**config.mk**
```make
export PLATFORM = sky130hd
export DESIGN_NAME = sar_seq_top
export DESIGN_NICKNAME = d
export VERILOG_FILES = /design/src/rtl/sar_pkg.sv /design/src/rtl/sar_start_sync.sv /design/src/rtl/sar_frame_ctl.sv /design/src/rtl/sar_trial_reg.sv /design/src/rtl/sar_out_stage.sv /design/src/rtl/sar_seq_top.sv
export SDC_FILE = /design/constraint.sdc
export NUM_CORES = 1
export LEC_CHECK = 0
export ABC_AREA = 1
export BUFFER_PORTS_ARGS = -buffer_cell sky130_fd_sc_hd__buf_2
export CORE_ASPECT_RATIO = 0.75
export CORE_MARGIN = 3
export CORE_UTILIZATION = 50
export CTS_BUF_LIST = sky130_fd_sc_hd__clkbuf_4
export CTS_CLUSTER_SIZE = 8
export DETAILED_ROUTE_END_ITERATION = 12
export HOLD_SLACK_MARGIN = 0.03
export PLACE_DENSITY = 0.76
export SYNTH_ARGS = -nofsm -noshare
export SYNTH_HDL_FRONTEND = slang
export SYNTH_SLANG_ARGS = --single-unit
```
**constraint.sdc**
```tcl
create_clock -name clk -period 1.1 [get_ports clk]
set_input_delay 0.055 -clock clk [delete_from_list [all_inputs] [get_ports clk]]
set_output_delay 0.055 -clock clk [all_outputs]
set_load 0.05 [all_outputs]
```
**src/rtl/sar_pkg.sv**
```systemverilog
package sar_pkg;
  typedef enum logic [1:0] {
    PH_TRACK = 2'd0,
    PH_TRIAL = 2'd1
  } phase_e;

  // Phase of a frame period: periods 1..trk track, the rest run bit trials.
  function automatic phase_e f_phase(input int unsigned period, input int unsigned trk);
    return (period <= trk) ? PH_TRACK : PH_TRIAL;
  endfunction

  // Index of the bit under trial in a given period (last period tests bit 0).
  function automatic int unsigned f_trial_bit(input int unsigned period, input int unsigned frame_len);
    return frame_len - period;
  endfunction
endpackage

```
**src/rtl/sar_start_sync.sv**
```systemverilog
module sar_start_sync #(
  parameter int STAGES = 2
) (
  input  logic clk,
  input  logic rst,
  input  logic req_n_i,
  output logic req_o
);
  logic [STAGES-1:0] sync_q;

  always_ff @(posedge clk) begin
    if (rst) sync_q <= '1;
    else     sync_q <= {sync_q[STAGES-2:0], req_n_i};
  end

  assign req_o = ~sync_q[STAGES-1];
endmodule

```
**src/rtl/sar_frame_ctl.sv**
```systemverilog
module sar_frame_ctl
  import sar_pkg::*;
#(
  parameter int RES   = 12,
  parameter int TRACK = 3,
  localparam int FRAME = TRACK + RES,
  localparam int PW    = $clog2(FRAME + 1),
  localparam int IW    = $clog2(RES)
) (
  input  logic          clk,
  input  logic          rst,
  input  logic          start_req_i,
  output logic [PW-1:0] period_o,
  output logic          track_o,
  output logic          trial_act_o,
  output logic [IW-1:0] trial_idx_o,
  output logic          enter_hold_o,
  output logic          wrap_o,
  output logic          ready_o
);
  localparam logic [PW-1:0] P_FIRST = PW'(1);
  localparam logic [PW-1:0] P_PARK  = PW'(2);
  localparam logic [PW-1:0] P_TEND  = PW'(TRACK);
  localparam logic [PW-1:0] P_LAST  = PW'(FRAME);

  logic [PW-1:0] period_q;
  logic          armed_q;
  logic          ready_q;
  phase_e        phase;

  // named events for the assertions
  logic in_gate;
  logic hold_here;

  assign phase        = f_phase(int'(period_q), TRACK);
  assign in_gate      = (period_q == P_FIRST) || (period_q == P_PARK);
  assign hold_here    = (period_q == P_PARK) && !(armed_q || start_req_i);
  assign wrap_o       = (period_q == P_LAST);
  assign enter_hold_o = (period_q == P_TEND);
  assign trial_act_o  = (phase == PH_TRIAL);
  assign track_o      = (phase == PH_TRACK);
  assign trial_idx_o  = IW'(f_trial_bit(int'(period_q), FRAME));
  assign period_o     = period_q;
  assign ready_o      = ready_q;

  always_ff @(posedge clk) begin
    if (rst) begin
      period_q <= P_FIRST;
      armed_q  <= 1'b0;
      ready_q  <= 1'b0;
    end else begin
      if (wrap_o)          period_q <= P_FIRST;
      else if (!hold_here) period_q <= period_q + PW'(1);

      if ((period_q == P_FIRST) && start_req_i)      armed_q <= 1'b1;
      else if ((period_q == P_PARK) && !hold_here)   armed_q <= 1'b0;

      if (wrap_o)                      ready_q <= 1'b1;
      else if (in_gate && start_req_i) ready_q <= 1'b0;
    end
  end

  // a frame always returns to period 1 after its last period
  assert_wrap_R1: assert property (@(posedge clk) disable iff (rst)
    wrap_o |=> (period_q == P_FIRST));

  // once bit trials begin they continue until the frame wraps
  assert_trials_run_R1: assert property (@(posedge clk) disable iff (rst)
    (trial_act_o && !wrap_o) |=> trial_act_o);

  // with nothing pending the sequencer stays parked and ready holds
  assert_park_R8: assert property (@(posedge clk) disable iff (rst)
    hold_here |=> ((period_q == P_PARK) && (ready_q == $past(ready_q))));

  // outside periods 1-2 and the wrap, start cannot change ready
  assert_gate_R7: assert property (@(posedge clk) disable iff (rst)
    (!in_gate && !wrap_o) |=> (ready_q == $past(ready_q)));
endmodule

```
**src/rtl/sar_trial_reg.sv**
```systemverilog
module sar_trial_reg #(
  parameter int RES = 12,
  localparam int IW = $clog2(RES)
) (
  input  logic           clk,
  input  logic           rst,
  input  logic           enter_hold_i,
  input  logic           trial_act_i,
  input  logic [IW-1:0]  trial_idx_i,
  input  logic           wrap_i,
  input  logic           cmp_i,
  output logic [RES-1:0] trial_o,
  output logic [RES-1:0] resolved_o
);
  localparam logic [RES-1:0] MSB_ONLY = {1'b1, {(RES-1){1'b0}}};

  logic [RES-1:0] code_q;
  logic [RES-1:0] code_d;

  for (genvar b = 0; b < RES; b++) begin : g_bit
    always_comb begin
      code_d[b] = code_q[b];
      if (wrap_i)            code_d[b] = 1'b0;
      else if (enter_hold_i) code_d[b] = MSB_ONLY[b];
      else if (trial_act_i) begin
        if (int'(trial_idx_i) == b)          code_d[b] = cmp_i;
        else if (int'(trial_idx_i) == b + 1) code_d[b] = 1'b1;
      end
    end

    // the tested bit takes the comparator decision
    if (b > 0) begin : g_chk
      assert_keep_R3: assert property (@(posedge clk) disable iff (rst)
        (trial_act_i && !wrap_i && (int'(trial_idx_i) == b)) |=> (code_q[b] == $past(cmp_i)));
    end
  end

  always_ff @(posedge clk) begin
    if (rst) code_q <= '0;
    else     code_q <= code_d;
  end

  assign trial_o    = code_q;
  assign resolved_o = {code_q[RES-1:1], cmp_i};

  // the first trial period shows only the most significant bit
  assert_msb_R3: assert property (@(posedge clk) disable iff (rst)
    enter_hold_i |=> (code_q == MSB_ONLY));
endmodule

```
**src/rtl/sar_out_stage.sv**
```systemverilog
module sar_out_stage #(
  parameter int RES  = 12,
  parameter int LO_W = 4
) (
  input  logic           clk,
  input  logic           rst,
  input  logic           load_i,
  input  logic [RES-1:0] code_i,
  input  logic           upper_en_n_i,
  input  logic           lower_en_n_i,
  output logic [RES-1:0] dout_o
);
  logic [RES-1:0] result_q;

  always_ff @(posedge clk) begin
    if (rst)         result_q <= '0;
    else if (load_i) result_q <= code_i;
  end

  for (genvar b = 0; b < RES; b++) begin : g_grp
    if (b >= LO_W) begin : g_up
      assign dout_o[b] = result_q[b] & ~upper_en_n_i;
    end else begin : g_lo
      assign dout_o[b] = result_q[b] & ~lower_en_n_i;
    end
  end

  // the result only moves at a frame end
  assert_hold_R5: assert property (@(posedge clk) disable iff (rst)
    !load_i |=> $stable(result_q));
endmodule

```
**src/rtl/sar_seq_top.sv**
```systemverilog
module sar_seq_top #(
  parameter int RES   = 12,
  parameter int TRACK = 3,
  parameter int LO_W  = 4,
  parameter int SYNC  = 2
) (
  input  logic           clk,
  input  logic           rst,
  input  logic           start_n,
  input  logic           cmp_hi,
  input  logic           upper_en_n,
  input  logic           lower_en_n,
  output logic           track_o,
  output logic           balance_o,
  output logic [RES-1:0] trial_o,
  output logic           ready_o,
  output logic [RES-1:0] dout_o
);
  localparam int FRAME = TRACK + RES;
  localparam int PW    = $clog2(FRAME + 1);
  localparam int IW    = $clog2(RES);

  logic           start_req;
  logic [PW-1:0]  period;
  logic           trial_act;
  logic [IW-1:0]  trial_idx;
  logic           enter_hold;
  logic           wrap;
  logic           track;
  logic [RES-1:0] resolved;

  sar_start_sync #(.STAGES(SYNC)) u_sync (
    .clk(clk), .rst(rst), .req_n_i(start_n), .req_o(start_req)
  );

  sar_frame_ctl #(.RES(RES), .TRACK(TRACK)) u_ctl (
    .clk(clk), .rst(rst), .start_req_i(start_req),
    .period_o(period), .track_o(track), .trial_act_o(trial_act),
    .trial_idx_o(trial_idx), .enter_hold_o(enter_hold),
    .wrap_o(wrap), .ready_o(ready_o)
  );

  sar_trial_reg #(.RES(RES)) u_trial (
    .clk(clk), .rst(rst), .enter_hold_i(enter_hold), .trial_act_i(trial_act),
    .trial_idx_i(trial_idx), .wrap_i(wrap), .cmp_i(cmp_hi),
    .trial_o(trial_o), .resolved_o(resolved)
  );

  sar_out_stage #(.RES(RES), .LO_W(LO_W)) u_out (
    .clk(clk), .rst(rst), .load_i(wrap), .code_i(resolved),
    .upper_en_n_i(upper_en_n), .lower_en_n_i(lower_en_n), .dout_o(dout_o)
  );

  assign track_o   = track;
  assign balance_o = track;

  // no capacitor is switched to the reference while tracking
  assert_track_clear_R2: assert property (@(posedge clk) disable iff (rst)
    track_o |-> (trial_o == '0));

  // a fresh ready coincides with the return to the tracking phase
  assert_ready_new_R6: assert property (@(posedge clk) disable iff (rst)
    $rose(ready_o) |-> (track_o && (period == PW'(1))));
endmodule

```
* Yosys cells after proc, flatten, opt, wreduce, memory -nomap -nowiden
Index checks and enable logic that the tools add are counted.
** Storage, ports and cells
- Bits in registers :: 32
- Latch bits :: 0
- Bits in writable memories :: 0
- Bits in read-only memories :: 0
- Input bits :: 6
- Output and inout bits :: 27
- Word-level logic and storage cells :: 122
- Memories kept :: 0
** Cells by class
- $add $sub $neg :: 2
- $mul :: 0
- Div/mod/pow operators :: 0
- Order comparisons :: 1
- Eq/ne operators :: 17
- Shift operators :: 0
- Mux-type cells :: 31
- Bitwise operators :: 15
- Reductions and logical operators :: 39
** Operator list (count)
- equality test 4 bit (second input constant) :: 9
- 2-to-1 mux 1 bit :: 31
- nonzero test 2 bit :: 14
- AND reduction 2 bit :: 12
- AND 1 bit :: 12
- equality test 4 x 2 -> 1 bit (second input constant) :: 3
- equality test 4 x 3 -> 1 bit (second input constant) :: 3
- adder 4 x 1 -> 4 bit (second input constant) :: 1
- equality test 4 x 1 -> 1 bit (second input constant) :: 1
- <= comparator 4 x 2 -> 1 bit (second input constant) :: 1
- logical AND 1 bit :: 4
- logical NOT 4 bit :: 1
- subtractor 4 bit (first input constant) :: 1
- inverter 1 bit :: 3
- nonzero test 3 bit :: 1
- OR reduction 3 bit :: 1
- equality test 2 x 1 -> 1 bit (second input constant) :: 1
- logical NOT 1 bit :: 2
- logical NOT 2 bit :: 1
- logical OR 1 bit :: 2
- OR reduction 2 bit :: 1

* Longest topological paths before layout
- Word-level depth :: 8
- Depth in mapped cells :: 8
- Gate-level depth less buffers :: 7

* By module
A second synthesis with hierarchy kept.
** Unflattened totals
- Cells, all modules :: 277
- Area total of the unflattened synthesis :: 1756.7 um^2
** Modules (own cells, without submodules)
- sar_trial_reg :: times used 1, cells each 119, area an instance 759.5 um^2
- sar_out_stage :: times used 1, cells each 101, area an instance 590.6 um^2
- sar_frame_ctl :: times used 1, cells each 48, area an instance 336.6 um^2
- sar_start_sync :: times used 1, cells each 8, area an instance 62.6 um^2
- sar_seq_top :: times used 1, cells each 1, area an instance 7.5 um^2

* Least setup slack after synthesis
OpenSTA, ideal clock, no wires.
- Path kind :: register to register
- Start :: register u_ctl.period_q[3] (netlist: u_ctl.period_o[3])
- End :: register u_ctl.period_q[1] (netlist: u_ctl.period_o[1])
- Library setup time :: 0.113 ns
- Data arrival time :: 1.222 ns
- Required time :: 0.987 ns
- Setup slack :: -0.235 ns
- Cell stages (with the launch flop) :: 8
- Buffers on the path :: 1
- Path through :: dfxtp_1 > buf_4 > nor2_4 > nand2_1 > nor2_2 > nand2_1 > nand2_1 > nor2_1
** Between the ends
- Word-level cells in the longest chain between the ends :: 2
- Elaborated cells between the ends (all ways) :: 4
** RTL lines
- start, declared :: line sar_frame_ctl.sv:26 : logic [PW-1:0] period_q;
- start signal, assigned :: line sar_frame_ctl.sv:53 : else if (!hold_here) period_q <= period_q + PW'(1);
- equality test 4 bit or equality test 4 x 2 -> 1 bit (tied branches) :: line sar_frame_ctl.sv:38, sar_frame_ctl.sv:37
- OR reduction 2 bit (no source line) or logical AND 1 bit (tied branches)
Parallel ways exist; a longest one is shown, timed or not.
A chain may end at the register's enable or synchronous reset.

* Worst setup path in the final report
- Start :: register u_ctl.period_q[1] (netlist: u_ctl.period_o[1])
- End :: register u_trial.code_q[10] (netlist: u_trial.trial_o[10])
** Between the ends
- Word-level cells in the longest chain between the ends :: 4
- Elaborated cells between the ends (all ways) :: 12
** RTL lines
- subtractor 4 bit or <= comparator 4 x 2 -> 1 bit (tied branches) :: line sar_pkg.sv:14, sar_pkg.sv:9
- equality test 4 bit, or another cell as far along :: line sar_trial_reg.sv:27 : else if (int'(trial_idx_i) == b + 1) code_d[b] = 1'b1;
- nonzero test 2 bit (no source line) or equality test 2 x 1 -> 1 bit (tied branches)
- AND reduction 2 bit (no source line)
- end signal, assigned :: line sar_trial_reg.sv:40 : else code_q <= code_d;
- end, declared :: line sar_trial_reg.sv:17 : logic [RES-1:0] code_q;
Parallel ways exist; a longest one is shown, timed or not.

==> metrics.md <==
| Metric | Value |
|---|---|
| F_max | `772 MHz` |
| Async SR Flop Fraction | `0%` |
| Worst stage delay on the critical path | `0.40 ns` |
| Sequential power share | `35.9%` |
| DR DRC count | `0` |
| Clock power share | `23.6%` |
| Slew @ Worst Pin | `0.353 ns` |
| # diodes | `0` |
| Pre-CTS WS | `-0.200 ns` |
| Most frequent cells in the layout | `28 x nand2_1, 25 x dfxtp_1, 21 x inv_1` |
| Register area share after synthesis | `43.1%` |
| Die X | `69.0 microns` |
| Final core occ | `88.7%` |
| Status | `finished with violations` |
| Maximum fanout along the worst path | `5` |
| Violated checks | `negative setup slack` |
| M3 GR Usage | `7.64%` |
| 1st-iter DRT viols | `149` |
| Final Hold Vio Count | `0` |
| GRT Util Overall | `28.1%` |
| Syn_area_per_cell | `7.22 sq um` |
| Worst path bufs/invs | `0` |
| Max-Cap Viols | `0` |
| Yosys cell types | `26` |
| Vias in the first global route | `1515` |
| Average routed wire per standard cell | `18.4 microns` |
| Max Clock Skew | `0.0116 ns` |
| First-pass GRT wire length | `7310 microns` |
| DR vias/cell | `5.75` |
| RSZ-0062 raised after global routing | `yes` |
| Worst ir drop on vdd | `1.81 mV` |
| Final Cycle Share | `118%` |
| Setup Viol. Count Final | `33` |
| Sink Count | `32` |
| Start point of the worst hold path | `rst` |
| R2r startpoint | `u_ctl.period_o[1]` |
| GR Util met1 | `34.2%` |
| I/O Buffers | `32` |
| Worst setup SP type | `flip-flop` |
| HP Class | `in2reg` |
| Met2 Track Usage GR | `45.1%` |
| Cell class contributing the biggest share of worst-path delay | `simple AND/OR/NAND/NOR gates` |
| Layout Nets | `277` |
| Largest net degree at the start of global routing | `12` |
| Crit path DAT | `1.56 ns` |
| Core Region | `2720 sq um` |
| Primary FF master, synth | `dfxtp_1` |
| Worst EP required | `1.37 ns` |
| Clock slew at reported path FFs | `0.10 ns` |
| Gr busiest metal | `met2` |
| Starting Density | `54.6%` |
| CP Cell Sequence | `ha_4 > nand3_4 > nand2_8 > nor2_4 > nand2_1 > nor2_1` |
| Antenna Nets Post-Route | `0` |
| TritonCTS Buffers | `5` |
| CP Launch Point | `u_ctl.period_o[1]` |
| Clk_lat worst skew | `0.34 ns` |
| Share of cells above drive strength 1 | `54.7%` |
| Critical path class | `reg2reg` |
| Synth warn | `0` |
| CTS root buf | `clkbuf_4` |
| Htree depth | `2` |
| Critical Path End Type | `flip-flop` |
| Logic pwr share | `40.5%` |
| Initial antenna violation count | `0` |
| Power Density | `1590 nW/um^2` |
| Most common cell after layout, fill and taps aside | `nand2_1` |
| Final Hold Slack | `0.214 ns` |
| Final WL | `5580 microns` |
| Clk buf depth | `2` |
| Critical-path top delay cell | `dfxtp_4` |
| Slew Viols, Final | `0` |
| Final Worst Setup Slack | `-0.195 ns` |
| Routed vias | `1741` |
| Post-Route Setup TNS | `-3.96 ns` |
| P_leak | `1.02 nW` |
| Period minus WS final | `1.29 ns` |
| GRT overflow | `0` |
| Area grow syn2layout | `62.5%` |
| Die area | `3670 sq um` |
| Die height | `53.2 microns` |
| Initial DRT Pass Iterations | `5` |
| CTS tree | `yes` |
| Num ports | `33` |
| # rows | `16` |
| Mapped cell area | `1490 sq um` |
| Max_slew headroom | `76.5%` |
| Post-synth EDFFs | `0` |
| Sw Ratio | `37.9%` |
| Gate Count Post-Synth | `206` |
| Sw Pwr | `1.45 mW` |
| DP Wirelength | `2380 microns` |
| Internal Power | `2.38 mW` |
| Yosys reg bits | `32` |
| GPL Wtd Cong | `0.847` |
| Syn_nets | `217` |
## layer usage
metal | up-vias | routed length (microns)
li1 | 762 | -
met1 | 791 | 1990
met2 | 139 | 2570
met3 | 49 | 600
met4 | 0 | 418
met5 | - | 0
## cells in the mapped netlist (all sizes together) (2+ instances only)
master	count	area [sq um]
a21oi	15	82.6
buf	5	36.3
clkbuf	2	7.51
dfxtp	32	641
ha	5	62.6
inv	32	120
nand2	36	138
nand3	13	70.1
nand3b	2	15.0
nand4	2	12.5
nor2	39	175
nor3	4	20.0
o21ai	14	70.1
or2	2	12.5
## worst paths after layout
check,to,slack [ns],depth (start not counted)
setup / recovery,u_trial.trial_o[10],-0.19,6
hold / removal,u_trial.trial_o[2],0.21,6
setup reg to reg,u_trial.trial_o[10],-0.19,6
hold reg to reg,u_sync.sync_q[1],0.44,1
## power groups by stage
| stage | Clock, mW | Combinational, mW | Sequential, mW |
|---|---|---|---|
| 2_1_floorplan | 0 | 0.582 | 1.43 |
| 3_3_place_gp | 0 | 0.923 | 1.35 |
| 3_5_place_dp | 0 | 0.929 | 1.35 |
| 4_1_cts | 0.903 | 1.31 | 1.35 |
| 5_1_grt | 0.949 | 1.64 | 1.39 |
| 6_report | 0.905 | 1.56 | 1.38 |
## metrics by stage
| stage | instance area (sq um) | total power, mW | std cells |
|---|---|---|---|
| floorplan | 1510 | 2.01 | 206 |
| finish | 2420 | 3.84 | 303 |
| CTS | 2180 | 3.56 | 302 |
| global placement | 1780 | 2.27 | 282 |
| detailed placement | 1780 | 2.28 | 282 |
| global route | 2420 | 3.97 | 303 |
## kinds of logic (layout without fill, tap and decap cells)
logic type | Yosys count | after routing | synth area share (%)
buffers and inverters | 39 | 99 | 11.0
XOR/XNOR | 2 | 2 | 1.18
AND/OR/NAND/NOR | 98 | 99 | 29.8
AO/OA/AOI/OAI | 30 | 30 | 10.7
flip-flops | 32 | 32 | 43.1
adder cells (fa/ha/maj) | 5 | 5 | 4.21
## flip-flops by register name, summed over array words and instances, names as in the netlist
| register | cells |
|---|---|
| u_ctl.ready_o | 1 |
| u_out.result_q | 12 |
| u_trial.trial_o | 12 |
| u_ctl.period_o | 4 |
| u_ctl.armed_q | 1 |
| u_sync.sync_q | 2 |
## area by class of cell
cell class	instances	area [sq um]
multi-input combinational	136	995
sequential	32	659
timing repair buffer	59	507
fill	120	307
inverter	32	130
clock buffer	6	45.0
tap	36	45.0
clock inverter	2	35.0
## worst register-to-register path: cells and delay by family, from the launching register on
kind                     cells  cell delay (ns)
flip-flops                   1             0.40
AND/OR/NAND/NOR              5             0.64
adder cells (fa/ha/maj)      1             0.19
## timing repair
action                                  in CTS  in global routing
endpoints found under the setup margin      37                 46
hold endpoints to repair                     6                  0
hold buffers                                 3                  0
pin swaps                                   14                 15
resized for setup                           72                 81
buffers inserted                             6                  1
cloned                                       3                  0
Note: power is estimated with default switching activity, not from simulation.
